<file path="src/rtl/lpsr_pkg.sv">
package lpsr_pkg;

    typedef enum logic [1:0] {
        ST_IDLE  = 2'd0,
        ST_SREF  = 2'd1,
        ST_RECOV = 2'd2
    } lpsr_state_e;

    // temperature codes (field position and values are decoded by the timer)
    localparam logic [1:0] TC_70 = 2'b00;
    localparam logic [1:0] TC_45 = 2'b01;
    localparam logic [1:0] TC_15 = 2'b10;
    localparam logic [1:0] TC_85 = 2'b11;

    // coverage codes; anything else falls back to full coverage
    localparam logic [2:0] COV_ALL     = 3'b000;
    localparam logic [2:0] COV_HALF    = 3'b001;
    localparam logic [2:0] COV_QUARTER = 3'b010;

    function automatic logic cmd_is_mrs(input logic cs_n, input logic ras_n,
                                        input logic cas_n, input logic we_n);
        return !cs_n && !ras_n && !cas_n && !we_n;
    endfunction

    function automatic logic cmd_is_arf(input logic cs_n, input logic ras_n,
                                        input logic cas_n, input logic we_n);
        return !cs_n && !ras_n && !cas_n && we_n;
    endfunction

endpackage

</file>
<file path="src/rtl/lpsr_xmode_reg.sv">
module lpsr_xmode_reg (
    input  logic       clk_i,
    input  logic       rst_ni,
    input  logic       wr_i,
    input  logic [4:0] field_i,
    output logic [1:0] temp_o,
    output logic [2:0] cov_o
);
    import lpsr_pkg::*;

    typedef struct packed {
        logic [1:0] temp;
        logic [2:0] cov;
    } cfg_t;

    cfg_t s_d, s_q;

    always_comb begin
        s_d = s_q;
        if (wr_i) begin
            s_d.temp = field_i[4:3];
            s_d.cov  = field_i[2:0];
        end
    end

    always_ff @(posedge clk_i or negedge rst_ni) begin
        if (!rst_ni) begin
            s_q <= '{temp: TC_70, cov: COV_ALL};
        end else begin
            s_q <= s_d;
        end
    end

    assign temp_o = s_q.temp;
    assign cov_o  = s_q.cov;

endmodule

</file>
<file path="src/rtl/lpsr_sref_timer.sv">
module lpsr_sref_timer #(
    parameter int REFI_85 = 64,
    parameter int REFI_70 = 128,
    parameter int REFI_45 = 256,
    parameter int REFI_15 = 512
) (
    input  logic       clk_i,
    input  logic       rst_ni,
    input  logic       load_i,
    input  logic       run_i,
    input  logic [1:0] temp_i,
    output logic       tick_o
);
    import lpsr_pkg::*;

    localparam int MAX_A = (REFI_85 > REFI_70) ? REFI_85 : REFI_70;
    localparam int MAX_B = (REFI_45 > REFI_15) ? REFI_45 : REFI_15;
    localparam int TMAX  = (MAX_A > MAX_B) ? MAX_A : MAX_B;
    localparam int CNT_W = $clog2(TMAX);

    typedef struct packed {
        logic [CNT_W-1:0] cnt;
    } tmr_t;

    tmr_t             s_d, s_q;
    logic [CNT_W-1:0] reload_w;

    always_comb begin
        case (temp_i)
            TC_85:   reload_w = CNT_W'(REFI_85 - 1);
            TC_45:   reload_w = CNT_W'(REFI_45 - 1);
            TC_15:   reload_w = CNT_W'(REFI_15 - 1);
            default: reload_w = CNT_W'(REFI_70 - 1);
        endcase

        tick_o = run_i && !load_i && (s_q.cnt == '0);

        s_d = s_q;
        if (load_i) begin
            s_d.cnt = reload_w;
        end else if (run_i) begin
            s_d.cnt = (s_q.cnt == '0) ? reload_w : s_q.cnt - 1'b1;
        end
    end

    always_ff @(posedge clk_i or negedge rst_ni) begin
        if (!rst_ni) begin
            s_q <= '0;
        end else begin
            s_q <= s_d;
        end
    end

endmodule

</file>
<file path="src/rtl/lpsr_row_gen.sv">
module lpsr_row_gen #(
    parameter int NBANK = 4,
    parameter int ROWS  = 4096,
    localparam int BANK_W = $clog2(NBANK),
    localparam int ROW_W  = $clog2(ROWS)
) (
    input  logic              clk_i,
    input  logic              rst_ni,
    input  logic              restart_i,
    input  logic              adv_i,
    input  logic [2:0]        cov_i,
    output logic              vld_o,
    output logic [BANK_W-1:0] bank_o,
    output logic [ROW_W-1:0]  row_o
);
    import lpsr_pkg::*;

    localparam logic [BANK_W-1:0] LAST_ALL  = BANK_W'(NBANK - 1);
    localparam logic [BANK_W-1:0] LAST_HALF = BANK_W'(NBANK / 2 - 1);
    localparam logic [BANK_W-1:0] LAST_QTR  = BANK_W'(NBANK / 4 - 1);
    localparam logic [ROW_W-1:0]  ROW_TOP   = ROW_W'(ROWS - 1);

    typedef struct packed {
        logic [BANK_W-1:0] bank;
        logic [ROW_W-1:0]  row;
        logic              vld;
        logic [BANK_W-1:0] out_bank;
        logic [ROW_W-1:0]  out_row;
    } rg_t;

    rg_t               s_d, s_q;
    logic [BANK_W-1:0] last_w;

    always_comb begin
        case (cov_i)
            COV_HALF:    last_w = LAST_HALF;
            COV_QUARTER: last_w = LAST_QTR;
            default:     last_w = LAST_ALL;
        endcase

        s_d     = s_q;
        s_d.vld = 1'b0;
        if (restart_i) begin
            s_d.bank = '0;
        end else if (adv_i) begin
            s_d.vld      = 1'b1;
            s_d.out_bank = s_q.bank;
            s_d.out_row  = s_q.row;
            if (s_q.bank >= last_w) begin
                s_d.bank = '0;
                s_d.row  = (s_q.row == ROW_TOP) ? '0 : s_q.row + 1'b1;
            end else begin
                s_d.bank = s_q.bank + 1'b1;
            end
        end
    end

    always_ff @(posedge clk_i or negedge rst_ni) begin
        if (!rst_ni) begin
            s_q <= '0;
        end else begin
            s_q <= s_d;
        end
    end

    assign vld_o  = s_q.vld;
    assign bank_o = s_q.out_bank;
    assign row_o  = s_q.out_row;

endmodule

</file>
<file path="src/rtl/lpsr_refresh_engine.sv">
module lpsr_refresh_engine
    import lpsr_pkg::*;
#(
    parameter int ADDR_W  = 12,
    parameter int NBANK   = 4,
    parameter int ROWS    = 4096,
    parameter int REFI_85 = 64,
    parameter int REFI_70 = 128,
    parameter int REFI_45 = 256,
    parameter int REFI_15 = 512,
    parameter int TRC     = 8,
    localparam int BANK_W = $clog2(NBANK),
    localparam int ROW_W  = $clog2(ROWS)
) (
    input  logic              clk_i,
    input  logic              rst_ni,
    input  logic              cke_i,
    input  logic              cs_n_i,
    input  logic              ras_n_i,
    input  logic              cas_n_i,
    input  logic              we_n_i,
    input  logic [BANK_W-1:0] ba_i,
    input  logic [ADDR_W-1:0] addr_i,
    output logic              rfsh_vld_o,
    output logic [BANK_W-1:0] rfsh_bank_o,
    output logic [ROW_W-1:0]  rfsh_row_o,
    output logic              busy_o
);

    localparam int                RC_W    = $clog2(TRC);
    localparam logic [BANK_W-1:0] XMR_SEL = BANK_W'(2);

    typedef struct packed {
        lpsr_state_e     st;
        logic            cke;
        logic [RC_W-1:0] rcnt;
    } ctl_t;

    ctl_t        s_d, s_q;
    logic        enter_w, leave_w, xmr_wr_w, run_w, tick_w;
    logic [1:0]  temp_w;
    logic [2:0]  cov_w;
    lpsr_state_e state_w;

    always_comb begin
        enter_w  = (s_q.st == ST_IDLE) && s_q.cke && !cke_i
                   && cmd_is_arf(cs_n_i, ras_n_i, cas_n_i, we_n_i);
        leave_w  = (s_q.st == ST_SREF) && cke_i;
        xmr_wr_w = (s_q.st == ST_IDLE) && s_q.cke && cke_i
                   && cmd_is_mrs(cs_n_i, ras_n_i, cas_n_i, we_n_i)
                   && (ba_i == XMR_SEL) && (addr_i[ADDR_W-1:5] == '0);
        run_w    = (s_q.st == ST_SREF) && !cke_i;

        s_d     = s_q;
        s_d.cke = cke_i;
        case (s_q.st)
            ST_IDLE: begin
                if (enter_w) s_d.st = ST_SREF;
            end
            ST_SREF: begin
                if (leave_w) begin
                    s_d.st   = ST_RECOV;
                    s_d.rcnt = RC_W'(TRC - 1);
                end
            end
            ST_RECOV: begin
                if (s_q.rcnt == '0) s_d.st = ST_IDLE;
                else                s_d.rcnt = s_q.rcnt - 1'b1;
            end
            default: s_d.st = ST_IDLE;
        endcase
    end

    always_ff @(posedge clk_i or negedge rst_ni) begin
        if (!rst_ni) begin
            s_q <= '{st: ST_IDLE, cke: 1'b0, rcnt: '0};
        end else begin
            s_q <= s_d;
        end
    end

    assign state_w = s_q.st;
    assign busy_o  = (s_q.st != ST_IDLE);

    lpsr_xmode_reg i_xmode_reg (
        .clk_i   (clk_i),
        .rst_ni  (rst_ni),
        .wr_i    (xmr_wr_w),
        .field_i (addr_i[4:0]),
        .temp_o  (temp_w),
        .cov_o   (cov_w)
    );

    lpsr_sref_timer #(
        .REFI_85 (REFI_85),
        .REFI_70 (REFI_70),
        .REFI_45 (REFI_45),
        .REFI_15 (REFI_15)
    ) i_sref_timer (
        .clk_i  (clk_i),
        .rst_ni (rst_ni),
        .load_i (enter_w),
        .run_i  (run_w),
        .temp_i (temp_w),
        .tick_o (tick_w)
    );

    lpsr_row_gen #(
        .NBANK (NBANK),
        .ROWS  (ROWS)
    ) i_row_gen (
        .clk_i     (clk_i),
        .rst_ni    (rst_ni),
        .restart_i (enter_w),
        .adv_i     (tick_w),
        .cov_i     (cov_w),
        .vld_o     (rfsh_vld_o),
        .bank_o    (rfsh_bank_o),
        .row_o     (rfsh_row_o)
    );

endmodule

</file>
<file path="config.mk">
export PLATFORM = sky130hd
export DESIGN_NAME = lpsr_refresh_engine
export DESIGN_NICKNAME = d
export VERILOG_FILES = /design/src/rtl/lpsr_pkg.sv /design/src/rtl/lpsr_xmode_reg.sv /design/src/rtl/lpsr_sref_timer.sv /design/src/rtl/lpsr_row_gen.sv /design/src/rtl/lpsr_refresh_engine.sv
export SDC_FILE = /design/constraint.sdc
export NUM_CORES = 1
export LEC_CHECK = 0
export ABC_AREA = 1
export BUFFER_PORTS_ARGS = -buffer_cell sky130_fd_sc_hd__buf_2
export CAP_MARGIN = 10
export CORE_MARGIN = 5
export CORE_UTILIZATION = 30
export DETAILED_ROUTE_END_ITERATION = 7
export GPL_TIMING_DRIVEN = 0
export PLACE_DENSITY = 0.46
export SYNTH_ARGS = -nofsm -noshare
export SYNTH_HDL_FRONTEND = slang
export SYNTH_SLANG_ARGS = --single-unit
</file>
<file path="constraint.sdc">
create_clock -name clk_i -period 5.1 [get_ports clk_i]
set_input_delay 0.51 -clock clk_i [delete_from_list [all_inputs] [get_ports clk_i]]
set_output_delay 0.51 -clock clk_i [all_outputs]
set_load 0.05 [all_outputs]
</file>
* Word level (Yosys, flattened, before mapping) *
Cells that the tools add are included.

storage, ports and cells
  register bits = 49
  input bits = 21
  output and inout port bits = 16

cells by class
  add/sub/neg operators = 4
  magnitude comparators = 1
  equality and inequality tests = 13
  multiplexer cells = 18
  bitwise logic cells = 1
  reductions and logical operators = 33

operator list
  cell                                                  count
  2-to-1 mux 29 bit                                     1
  2-to-1 mux 9 bit                                      3
  one-hot mux 9 bit (3 select lines)                    1
  2-to-1 mux 12 bit                                     2
  logical AND 1 bit                                     15
  2-to-1 mux 15 bit                                     1
  adder 12 x 1 -> 12 bit (second input constant)        1
  equality test 12 bit (second input constant)          1
  2-to-1 mux 2 bit                                      5
  logical NOT 9 bit                                     1
  AND reduction 3 bit                                   3
  subtractor 9 x 1 -> 9 bit (second input constant)     1
  equality test 2 bit (second input constant)           4
  nonzero test 2 bit                                    4
  logical NOT 7 bit                                     1
  logical NOT 1 bit                                     6
  2-to-1 mux 3 bit                                      2
  inequality test 2 bit (second input constant)         3
  one-hot mux 2 bit (3 select lines)                    1
  one-hot mux 3 bit (2 select lines)                    1
  equality test 2 x 1 -> 1 bit (second input constant)  2
  one-hot mux 2 bit (2 select lines)                    1
  equality test 3 x 1 -> 1 bit (second input constant)  1
  equality test 3 x 2 -> 1 bit (second input constant)  1
  8 further kinds                                       8

* Longest topological paths before layout *
Gate-level depths: netlist (run 1).

  depth in word-level cells = 10
  mapped depth = 13

* Cells and area by module *
From an unflattened synthesis (run 1), not the netlist that was laid out.

unflattened totals
  cells, all modules = 346
  area, all modules = 2,777.7 µm²

modules (own cells, without submodules)
  module               times used  cells each  area an instance (µm²)
  lpsr_row_gen         1           183         1,575.3
  lpsr_sref_timer      1           82          604.3
  lpsr_refresh_engine  1           60          412.9
  lpsr_xmode_reg       1           21          185.2

* Worst setup path before layout (run 1) *
Ideal clock, no wire load.

  path type = register -> register
  from = register i_xmode_reg.s_q, in the netlist i_xmode_reg.cov_o[1]
  to = register i_row_gen.s_q[17] (netlist bit)
  library setup time = 0.122 ns
  data arrival time = 1.635 ns
  required time = 4.978 ns
  path slack = 3.343 ns
  cell stages (with the launch flop) = 11
  path buffers = 1
  clock period less this slack = 1.757 ns
  cells stage by stage = dfrtp_1 > or2_2 > o21ai_0 > ha_1 > a21oi_1 > inv_1 > nand2_1 > inv_1 > nand2_4 > buf_6 > o21ai_2

between the ends
  cells in the longest elaborated chain, start to end = 4
  elaborated cells on any way between the ends = 5

RTL lines
  element                                                                       RTL line              text
  from (decl)                                                                   lpsr_xmode_reg.sv:16  cfg_t s_d, s_q;
  from (signal assigned)                                                        lpsr_xmode_reg.sv:28  s_q <= '{temp: TC_70, cov: COV_ALL};
  equality test 3 x 2 -> 1 bit or equality test 3 x 1 -> 1 bit (tied branches)  lpsr_row_gen.sv:35    case (cov_i)
  one-hot mux 2 bit (2 select lines) *                                          lpsr_row_gen.sv:35
  >= comparator 2 bit *                                                         lpsr_row_gen.sv:49    if (s_q.bank >= last_w) begin
  AND reduction 3 bit (no source line) *                                        --
  to (signal assigned)                                                          lpsr_row_gen.sv:60    s_q <= '0;
  to (signal assigned)                                                          lpsr_row_gen.sv:62    s_q <= s_d;
  to (decl)                                                                     lpsr_row_gen.sv:31    rg_t s_d, s_q;

Every way passes the cells marked *; elsewhere a longest branch is shown, timed or not.
A chain may end at the register's enable or synchronous reset.

* Worst setup path after layout (run 1) *
  from = register i_xmode_reg.s_q, in the netlist i_xmode_reg.cov_o[1]
  to = register i_row_gen.s_q[20] (netlist bit)

Same word-level chain as after synthesis.

==> results of run 1 <==
[flip-flops by register name (all words and copies together), names as in the netlist]
register,cells
s_q,4
i_row_gen.bank_o,2
i_xmode_reg.cov_o,3
i_row_gen.vld_o,1
i_row_gen.row_o,12
i_xmode_reg.temp_o,2
state_w,2
i_row_gen.s_q,14
i_sref_timer.s_q,9
[power breakdown]
part / internal [mW] / switching (mW) / total (mW)
Clock: 0.110 / 0.143 / 0.254
Sequential: 0.427 / 0.0288 / 0.456
Combinational: 0.0756 / 0.139 / 0.215
[routing by layer]
metal / routed length (µm) / global-route usage
met4: 102 / 0.0411
met1: 3040 / 0.159
met3: 232 / 0.0211
met2: 2430 / 0.159
met5: 0 / 0
[how the worst min path moves through the flow]
stage | from | endpoint | slack, ns
after global placement | i_row_gen.bank_o[1] | i_row_gen.bank_o[1] | 0.47
after floorplan | rst_ni | i_row_gen.bank_o[0] | 0.21
after detailed placement | i_row_gen.row_o[8] | i_row_gen.row_o[8] | 0.47
final | rst_ni | i_row_gen.row_o[8] | 0.08
after global routing | rst_ni | i_row_gen.row_o[8] | 0.1
after CTS | cke_i | s_q[3] | 0.34
[worst max-delay path, stage by stage, from the launching register on]
cell     delay (ns)
dfrtp_1        0.40
or2_2          0.29
o21ai_0        0.17
ha_1           0.25
a21oi_1        0.23
inv_1          0.06
nand2_1        0.07
inv_1          0.06
nand2_4        0.07
buf_6          0.16
nand2_1        0.06
nand2_1        0.06
[per-stage QoR]
stage,setup WS (ns),hold WS [ns]
floorplan,3.34,0.214
global placement,3.16,0.470
detailed placement,3.14,0.466
CTS,3.12,0.335
global route,2.91,0.0994
finish,3.17,0.0803
[synth_stat cells (all sizes together)]
cell type and number:
nor2 30, a22oi 3, o21ai 30, nor3 5, dfrtp 49, nand3 24, inv 52, buf 19
ha 8, or2 1, nand4 8, a21oi 2, nand3b 1, nand2 108, xnor2 1, xor2 7
[logic make-up (layout without fill, tap and decap cells)]
group,count (synthesis),count (layout)
simple gates,177,177
buf+inv,71,116
flops,49,49
compound gates,35,35
fa+ha+maj,8,8
xor+xnor,8,8
[area by class of cell]
class	instances	area (µm²)	area share
repair buffers	37	200	0.0618
flip-flops and latches	49	1230	0.379
clock buffers	6	82.6	0.0255
multi-input cells	228	1220	0.378
plain buffers	19	158	0.0487
inverters	52	195	0.0603
well taps	111	139	0.0429
clock inverters	2	13.8	0.00425
==> summary.md, run 1 <==
| Metric | Value |
|---|---|
| Status | `finished clean` |
| Mux cell area share after synthesis | `0` |
| Placed instance count | `about 500` |
| Critical path arrival | `around 2.2 ns` |
| Hold Path Class | `primary input to async pin` |
| Compound-Gate Fraction of Synth Area | `0.0906` |
| Fin. Hold Viols | `0` |
| Die Ht | `107 µm` |
| Reg-to-Reg Start | `i_xmode_reg.cov_o[1]` |
| Commonest non-fill, non-tap cell in the layout | `nand2_1` |
| Syn avg cell area | `between 8 and 9 µm²` |
| Initial Utilization | `0.305` |
| Initial antenna violation count | `0` |
| RR Endpoint | `i_row_gen.s_q[20]` |
| Post-synthesis simple-gate area fraction | `0.286` |
| PortBufs | `36` |
| DP Area | `0.00312 mm²` |
| Cell count after synthesis | `between 300 and 400` |
| Post-Layout Cell Count | `around 500` |
| R2R Setup Slk | `3.17 ns` |
| R2r worst-path depth | `11` |
| Number of fill cells | `slightly below 1000` |
| Sequential-to-total area share from yosys stat | `0.437` |
| Post-CTS setup buffers | `0` |
| # diodes | `0` |
| Antenna-violating nets left | `0` |
| Worst setup path startpoint | `i_xmode_reg.cov_o[1]` |
| Post-synth top area share | `0.437` |
| Die area | `between 0.01 and 0.015 mm²` |
| Num rows | `35` |
| Final instance area | `about 0.0032 mm²` |
| CORE AREA | `0.00920 mm²` |
| Die width | `approximately 110 µm` |
| Adder-Cell Fraction of Synth Area | `0.0357` |
| Drc violations | `0` |
| Area Overhead vs Synth | `15.5%` |
| FMAX | `between 0.5 and 0.6 GHz` |
| Synthesized flop and latch total | `about 50` |
| Main combinational cell family by area after synthesis | `simple AND/OR/NAND/NOR gates` |
| Via density | `approximately 4.4` |
| PostCTS Resize Cnt | `0` |
| Vias | `roughly 2200` |
| Boundary Pins | `37` |
| Worst vdd ir | `roughly 0.09 mV` |
| Clk sinks | `49` |
| CP Class | `flip-flop to flip-flop` |
| XOR/XNOR share of the synthesized area | `0.0250` |
| Unique masters post-synth | `26` |
| CP endpoint kind | `flip-flop` |
| Design Power | `~0.92 mW` |
| Most frequent cells in the layout | `99 x nand2_1, 50 x inv_1, 49 x dfrtp_1` |
| Slew HR | `0.758` |
| GP Congestion | `0.801` |
| RSZ-0062 raised after global routing | `false` |
| Worst Setup EP | `i_row_gen.s_q[20]` |
| H-tree levels | `2` |
| Post-synth top area cell | `dfrtp_1` |
| Detailed-route wire length | `between 5 and 6 mm` |
| Largest cells by area after synthesis | `dfrtp_1 44%, nand2_1 13%, inv_1 6.7%` |
| Power per Cell Area | `around 290 mW/mm²` |
| Final min period | `~1.9 ns` |
| Nets | `about 420` |
| Period utilization | `0.379` |
| Ys Warns | `0` |
| Final core utilization | `0.352` |
| Number of global-route vias before repair | `roughly 2100` |
| Setup Skew | `0.00809 ns` |
| Reg clk slew, reported paths | `approximately 0.1 ns` |
| CTS Buf Count | `5` |
| GRT Residual Overflow | `0` |
| Drt pass-1 iters | `4` |
| CTS tree | `yes` |
| Setup TNS | `0 ns` |
| Final count of pins violating max slew | `0` |
| CTS root buffer | `clkbuf_8` |
| Clock Tree Buf Depth | `2` |
| Layout cells sized above 1 | `0.262` |
| Pleak | `1.72 nW` |
| First-pass GRT wire length | `10.0 mm` |
| Clock Latency Late Sink | `0.31 ns` |
| Mapped cell area | `roughly 0.0028 mm²` |
| Largest net degree at the start of global routing | `50` |
| GR Util All Layers | `0.109` |
| CTS hold repair buffers | `0` |
| Max Cap Viol | `0` |
| Slew of the pin with the lowest slew margin | `approximately 0.36 ns` |
| CP max FO | `10` |
| Wire per inst | `~12 µm` |
| Final Setup Violations | `0` |
| WP data required | `5.36 ns` |
| Worst Setup Start Kind | `flip-flop` |
| Syn_nets | `about 380` |
| Detailed Route Iter0 Violations | `76` |
| Post-DP HPWL | `4.34 mm` |
Note: power is estimated with default switching activity, not from simulation.
==> inputs of run 2 (changes only) <==
- ABC_AREA: 1 -> 0
- clock period: 5.1 -> 1.8 ns (I/O delays scaled with it)
==> summary.md, run 2 <==
| Metric | Value |
|---|---|
| Status | `finished, violations left` |
| Failing checks | `negative setup slack` |
| WP data required | `around 2.0 ns` |
| Worst Setup Start Kind | `flip-flop` |
| Post-synth top area share | `0.497` |
| Final count of pins violating max slew | `0` |
| Largest cells by area after synthesis | `dfrtp_1 50%, nand2_1 8.2%, o21ai_0 4.5%` |
| Most flop-heavy register | `i_row_gen.s_q` |
| Final instance area | `approximately 0.0035 mm²` |
| Max reg flops | `14` |
| # diodes | `0` |
| EDFF count, synth | `0` |
| Worst vdd ir | `0.471 mV` |
| Pleak | `~1.7 nW` |
| Primary FF master, synth | `dfrtp_1` |
| Final min period | `about 2.4 ns` |
| First-pass GRT wire length | `between 9 and 10 mm` |
| XOR/XNOR share of the synthesized area | `0.0248` |
| GP Congestion | `0.745` |
| Adder-Cell Fraction of Synth Area | `0.0405` |
| Largest net degree at the start of global routing | `50` |
| Detailed-route wire length | `between 5 and 6 mm` |
| Vias | `2097` |
| Synth async-reset ratio | `1.00` |
| Drc violations | `0` |
| Power per Cell Area | `792 mW/mm²` |
| Clock Tree Buf Depth | `2` |
| Num rows | `33` |
| Mux cell area share after synthesis | `0.0228` |
| Antenna-violating nets left | `0` |
| Final Setup Violations | `36` |
| GRT Residual Overflow | `0` |
| Clk sinks | `49` |
| Layout cells sized above 1 | `0.429` |
| H-tree levels | `2` |
| Main combinational cell family by area after synthesis | `simple AND/OR/NAND/NOR gates` |
| FMAX | `0.411 GHz` |
| Initial Utilization | `0.303` |
| Boundary Pins | `37` |
| Slew HR | `0.582` |
| Setup TNS | `-15.21 ns` |
| Area Overhead vs Synth | `41.1%` |
| Sequential-to-total area share from yosys stat | `0.497` |
| Unique masters post-synth | `42` |
| Compound-Gate Fraction of Synth Area | `0.124` |
| CTS root buffer | `clkbuf_8` |
| Post-synth top area cell | `dfrtp_1` |
| Hold Path Class | `primary input to flip-flop` |
| Syn_nets | `slightly below 300` |
| Via density | `~4.8` |
| Critical path arrival | `between 2 and 3 ns` |
| Initial antenna violation count | `1` |
| CP max FO | `3` |
| Period utilization | `1.35` |
| CP Class | `flip-flop to flip-flop` |
| Slew of the pin with the lowest slew margin | `slightly above 0.6 ns` |
| Clock Latency Late Sink | `just over 0.3 ns` |
| Detailed Route Iter0 Violations | `66` |
| Number of global-route vias before repair | `between 2000 and 2500` |
| CORE AREA | `around 0.0081 mm²` |
| Cell count after synthesis | `260` |
| Max Cap Viol | `0` |
| Syn avg cell area | `between 9 and 10 µm²` |
| CTS tree | `yes` |
| DP Area | `0.00279 mm²` |
| Nets | `around 360` |
| Drt pass-1 iters | `5` |
| CP endpoint kind | `flip-flop` |
| Fin. Hold Viols | `0` |
| Setup Skew | `between 0.01 and 0.015 ns` |
| Leading post-synthesis cells by instance count | `54 x nand2_1, 49 x dfrtp_1, 22 x o21ai_0` |
| Synthesized flop and latch total | `49` |
| PortBufs | `36` |
| Final core utilization | `0.428` |
| Die area | `approximately 0.010 mm²` |
| Final worst slack | `-0.632 ns` |
| RSZ-0062 raised after global routing | `true` |
| Design Power | `around 2.8 mW` |
| Post-DP HPWL | `3.64 mm` |
| CTS Buf Count | `5` |
| Post-synthesis simple-gate area fraction | `0.216` |
| Mapped cell area | `around 0.0025 mm²` |
| Most frequent cells in the layout | `49 x nand2_1, 49 x dfrtp_1, 36 x buf_2` |
| Wire per inst | `about 13 µm` |
| Reg clk slew, reported paths | `roughly 0.1 ns` |
| Top-count cell post-synth | `nand2_1` |
| Die width | `about 100 µm` |
| GR Util All Layers | `0.116` |
| Ys Warns | `0` |
| Die Ht | `approximately 100 µm` |
==> run 2: cells by family after synthesis <==
logic type | Yosys count
AND/OR/NAND/NOR | 108
flip-flops | 49
buffers and inverters | 33
adder cells (fa/ha/maj) | 8
AO/OA/AOI/OAI | 50
XOR/XNOR | 7
multiplexers | 5
==> run 2: final timing paths <==
check                                     from  cells after the start                     to  slack (ns)
setup / recovery           i_sref_timer.s_q[0]                      7      i_row_gen.s_q[23]       -0.63
hold / removal                       addr_i[3]                      3  i_xmode_reg.temp_o[0]         0.1
setup reg to reg           i_sref_timer.s_q[0]                      7      i_row_gen.s_q[23]       -0.63
hold reg to reg             i_row_gen.row_o[7]                      2     i_row_gen.row_o[7]        0.47
max in group asynchronous               rst_ni                      3   i_xmode_reg.cov_o[0]        0.89
min in group asynchronous               rst_ni                      2      i_row_gen.s_q[26]        0.36
==> run 2: cell type report <==
class | count | area (µm²)
repair buffers | 67 | 488
well taps | 105 | 131
flip-flops and latches | 49 | 1230
plain buffers | 20 | 171
clock buffers | 5 | 68.8
inverters | 12 | 45.0
fillers | 791 | 4650
multi-input cells | 178 | 1320
clock inverters | 2 | 35.0
==> run 2: worst max-delay path: stages (launching register included) <==
cell and delay, ns:
dfrtp_1 0.40, inv_2 0.08, ha_4 0.13, or4b_4 0.47, or4_4 0.44, or4_4 0.59
nor2_2 0.11, xor2_1 0.14
==> run 2: per-layer routing <==
layer | share of wire | routed length (µm) | track usage
met3 | 0.048 | 278 | 0.0325
met1 | 0.43 | 2470 | 0.139
met4 | 0.0062 | 36 | 0.0249
met2 | 0.52 | 3010 | 0.208
met5 | 0.0022 | 13 | 0
==> run 2: through the flow <==
step	hold slack, ns	instances	worst slack (ns)
final	0.0973	438	-0.632
after detailed placement	0.393	401	-1.11
after CTS	0.0836	430	-0.699
after floorplan	-0.116	260	-0.767
after global placement	0.389	401	-1.10
after global routing	0.0963	438	-0.688
==> run 2: what timing repair did <==
item	4_1_cts	5_1_grt
hold endpoints to repair	0	18
endpoints found under the setup margin	41	43
resized for setup	53	45
setup buffers	22	5
hold buffers	0	1
pin swaps	15	16
cloned	1	1
==> run 2: power breakdown <==
| group | internal (mW) | switching [mW] |
|---|---|---|
| Clock | 0.405 | 0.372 |
| Combinational | 0.352 | 0.346 |
| Sequential | 1.20 | 0.0827 |
==> inputs of run 3 (changes only) <==
- ABC_CLOCK_PERIOD_IN_PS: not set -> 1800
- BUFFER_PORTS_ARGS: -buffer_cell sky130_fd_sc_hd__buf_2 -> -buffer_cell sky130_fd_sc_hd__clkbuf_2
==> summary.md, run 3 (same netlist as run 2, synthesis figures left out) <==
| Metric | Value |
|---|---|
| First-pass GRT wire length | `between 9 and 10 mm` |
| Status | `finished, violations left` |
| Initial Utilization | `0.303` |
| Vias | `~2000` |
| Drt pass-1 iters | `4` |
| Final worst slack | `-0.670 ns` |
| PortBufs | `36` |
| Final min period | `around 2.5 ns` |
| Footprint of the multi-input gates | `0.00125 mm²` |
| Drc violations | `0` |
| GP Congestion | `roughly 0.76` |
| Final core utilization | `0.401` |
| Clock Tree Buf Depth | `2` |
| Critical path arrival | `between 2 and 3 ns` |
| Setup Skew | `about 0.010 ns` |
| # diodes | `0` |
| Failing checks | `negative setup slack` |
| GRT Residual Overflow | `0` |
| Largest net degree at the start of global routing | `33` |
| Slew of the pin with the lowest slew margin | `around 0.64 ns` |
| Hold Path Class | `primary input to flip-flop` |
| GR Util All Layers | `0.111` |
| Boundary Pins | `37` |
| Reg area | `about 0.0012 mm²` |
| Die width | `101 µm` |
| Number of fill cells | `819` |
| Area Overhead vs Synth | `32.1%` |
| Worst Setup Start Kind | `flip-flop` |
| Detailed-route wire length | `5.54 mm` |
| Hold_ws | `0.0959 ns` |
| Antenna-violating nets left | `0` |
| CORE AREA | `roughly 0.0081 mm²` |
| CP max FO | `3` |
| Post-Layout Cell Count | `roughly 420` |
| CP endpoint kind | `flip-flop` |
| Layout cells sized above 1 | `0.364` |
| Clk sinks | `49` |
| Die Ht | `between 100 and 150 µm` |
| Design Power | `roughly 2.5 mW` |
| Most flop-heavy register | `i_row_gen.s_q` |
| CP Class | `flip-flop to flip-flop` |
| Nets | `347` |
| Most frequent cells in the layout | `52 x nand2_1, 49 x dfrtp_1, 38 x clkbuf_2` |
| Via density | `roughly 4.7` |
| Die area | `0.0101 mm²` |
| Power per Cell Area | `about 760 mW/mm²` |
| Clock Latency Late Sink | `a little over 0.3 ns` |
| Final count of pins violating max slew | `0` |
| Number of global-route vias before repair | `1912` |
| Max reg flops | `14` |
| RSZ-0062 raised after global routing | `true` |
| WP data required | `2.04 ns` |
| Wire per inst | `around 13 µm` |
| Detailed Route Iter0 Violations | `between 60 and 70` |
| CTS Buf Count | `5` |
| CTS root buffer | `clkbuf_8` |
| Num rows | `33` |
| CTS tree | `yes` |
| Period utilization | `1.37` |
| Slew HR | `0.568` |
| Fin. Hold Viols | `0` |
| Reg clk slew, reported paths | `roughly 0.090 ns` |
| Commonest non-fill, non-tap cell in the layout | `nand2_1` |
| Worst vdd ir | `0.364 mV` |
| FMAX | `approximately 0.40 GHz` |
| Post-DP HPWL | `3.84 mm` |
| Pleak | `between 1.5 and 2 nW` |
| Max Cap Viol | `0` |
| Initial antenna violation count | `0` |
| Placed instance count | `402` |
| Final Setup Violations | `36` |
| H-tree levels | `2` |
run 3: worst max-delay path, cell delays in order (launching register included):
cell and delay [ns]:
dfrtp_1 0.40, inv_2 0.08, ha_4 0.13, or4b_4 0.46
or4_4 0.51, or4_4 0.58, nor2_4 0.10, xor2_1 0.14
run 3: worst paths after layout:
check / from / endpoint / slack, ns / cells after the start
max: i_sref_timer.s_q[0] / i_row_gen.s_q[23] / -0.67 / 7
min: addr_i[3] / i_xmode_reg.temp_o[0] / 0.1 / 3
max reg2reg: i_sref_timer.s_q[0] / i_row_gen.s_q[23] / -0.67 / 7
min reg2reg: i_row_gen.row_o[7] / i_row_gen.row_o[7] / 0.47 / 2
max in group asynchronous: rst_ni / s_q[2] / 0.89 / 3
min in group asynchronous: rst_ni / i_row_gen.s_q[18] / 0.36 / 2
run 3: layout make-up:
type,instances,area share
sequential,49,0.376
clock inverter,3,0.00537
timing repair buffer,52,0.112
multi-input combinational,178,0.384
clock buffer,5,0.0211
inverter,12,0.0138
tap,105,0.0403
buffer,20,0.0479
run 3: per-stage QoR:
step	cell area [µm²]	setup TNS, ns	setup slack [ns]
floorplan	2480	-11.95	-0.767
global placement	2790	-24.32	-1.10
detailed placement	2810	-24.29	-1.07
CTS	3090	-12.82	-0.678
global route	3260	-17.95	-0.722
finish	3260	-15.32	-0.670
run 3: layer usage:
| layer | vias up | global-route usage | wire, µm |
|---|---|---|---|
| li1 | 1008 | - | - |
| met1 | 952 | 0.130 | 2480 |
| met2 | 34 | 0.198 | 2730 |
| met3 | 7 | 0.0311 | 266 |
| met4 | 0 | 0.0311 | 63 |
| met5 | - | 0 | 0 |
run 3: what timing repair did:
item	4_1_cts	5_1_grt
buffers inserted	8	4
hold buffers	1	0
endpoints found under the setup margin	41	41
pin swaps	7	9
hold endpoints to repair	17	0
gates cloned	1	1
resized for setup	30	44
run 3: power by group:
group | total, mW | switching, mW | internal [mW]
registers | 1.28 | 0.0776 | 1.20
logic | 0.534 | 0.295 | 0.239
clock network | 0.660 | 0.391 | 0.269
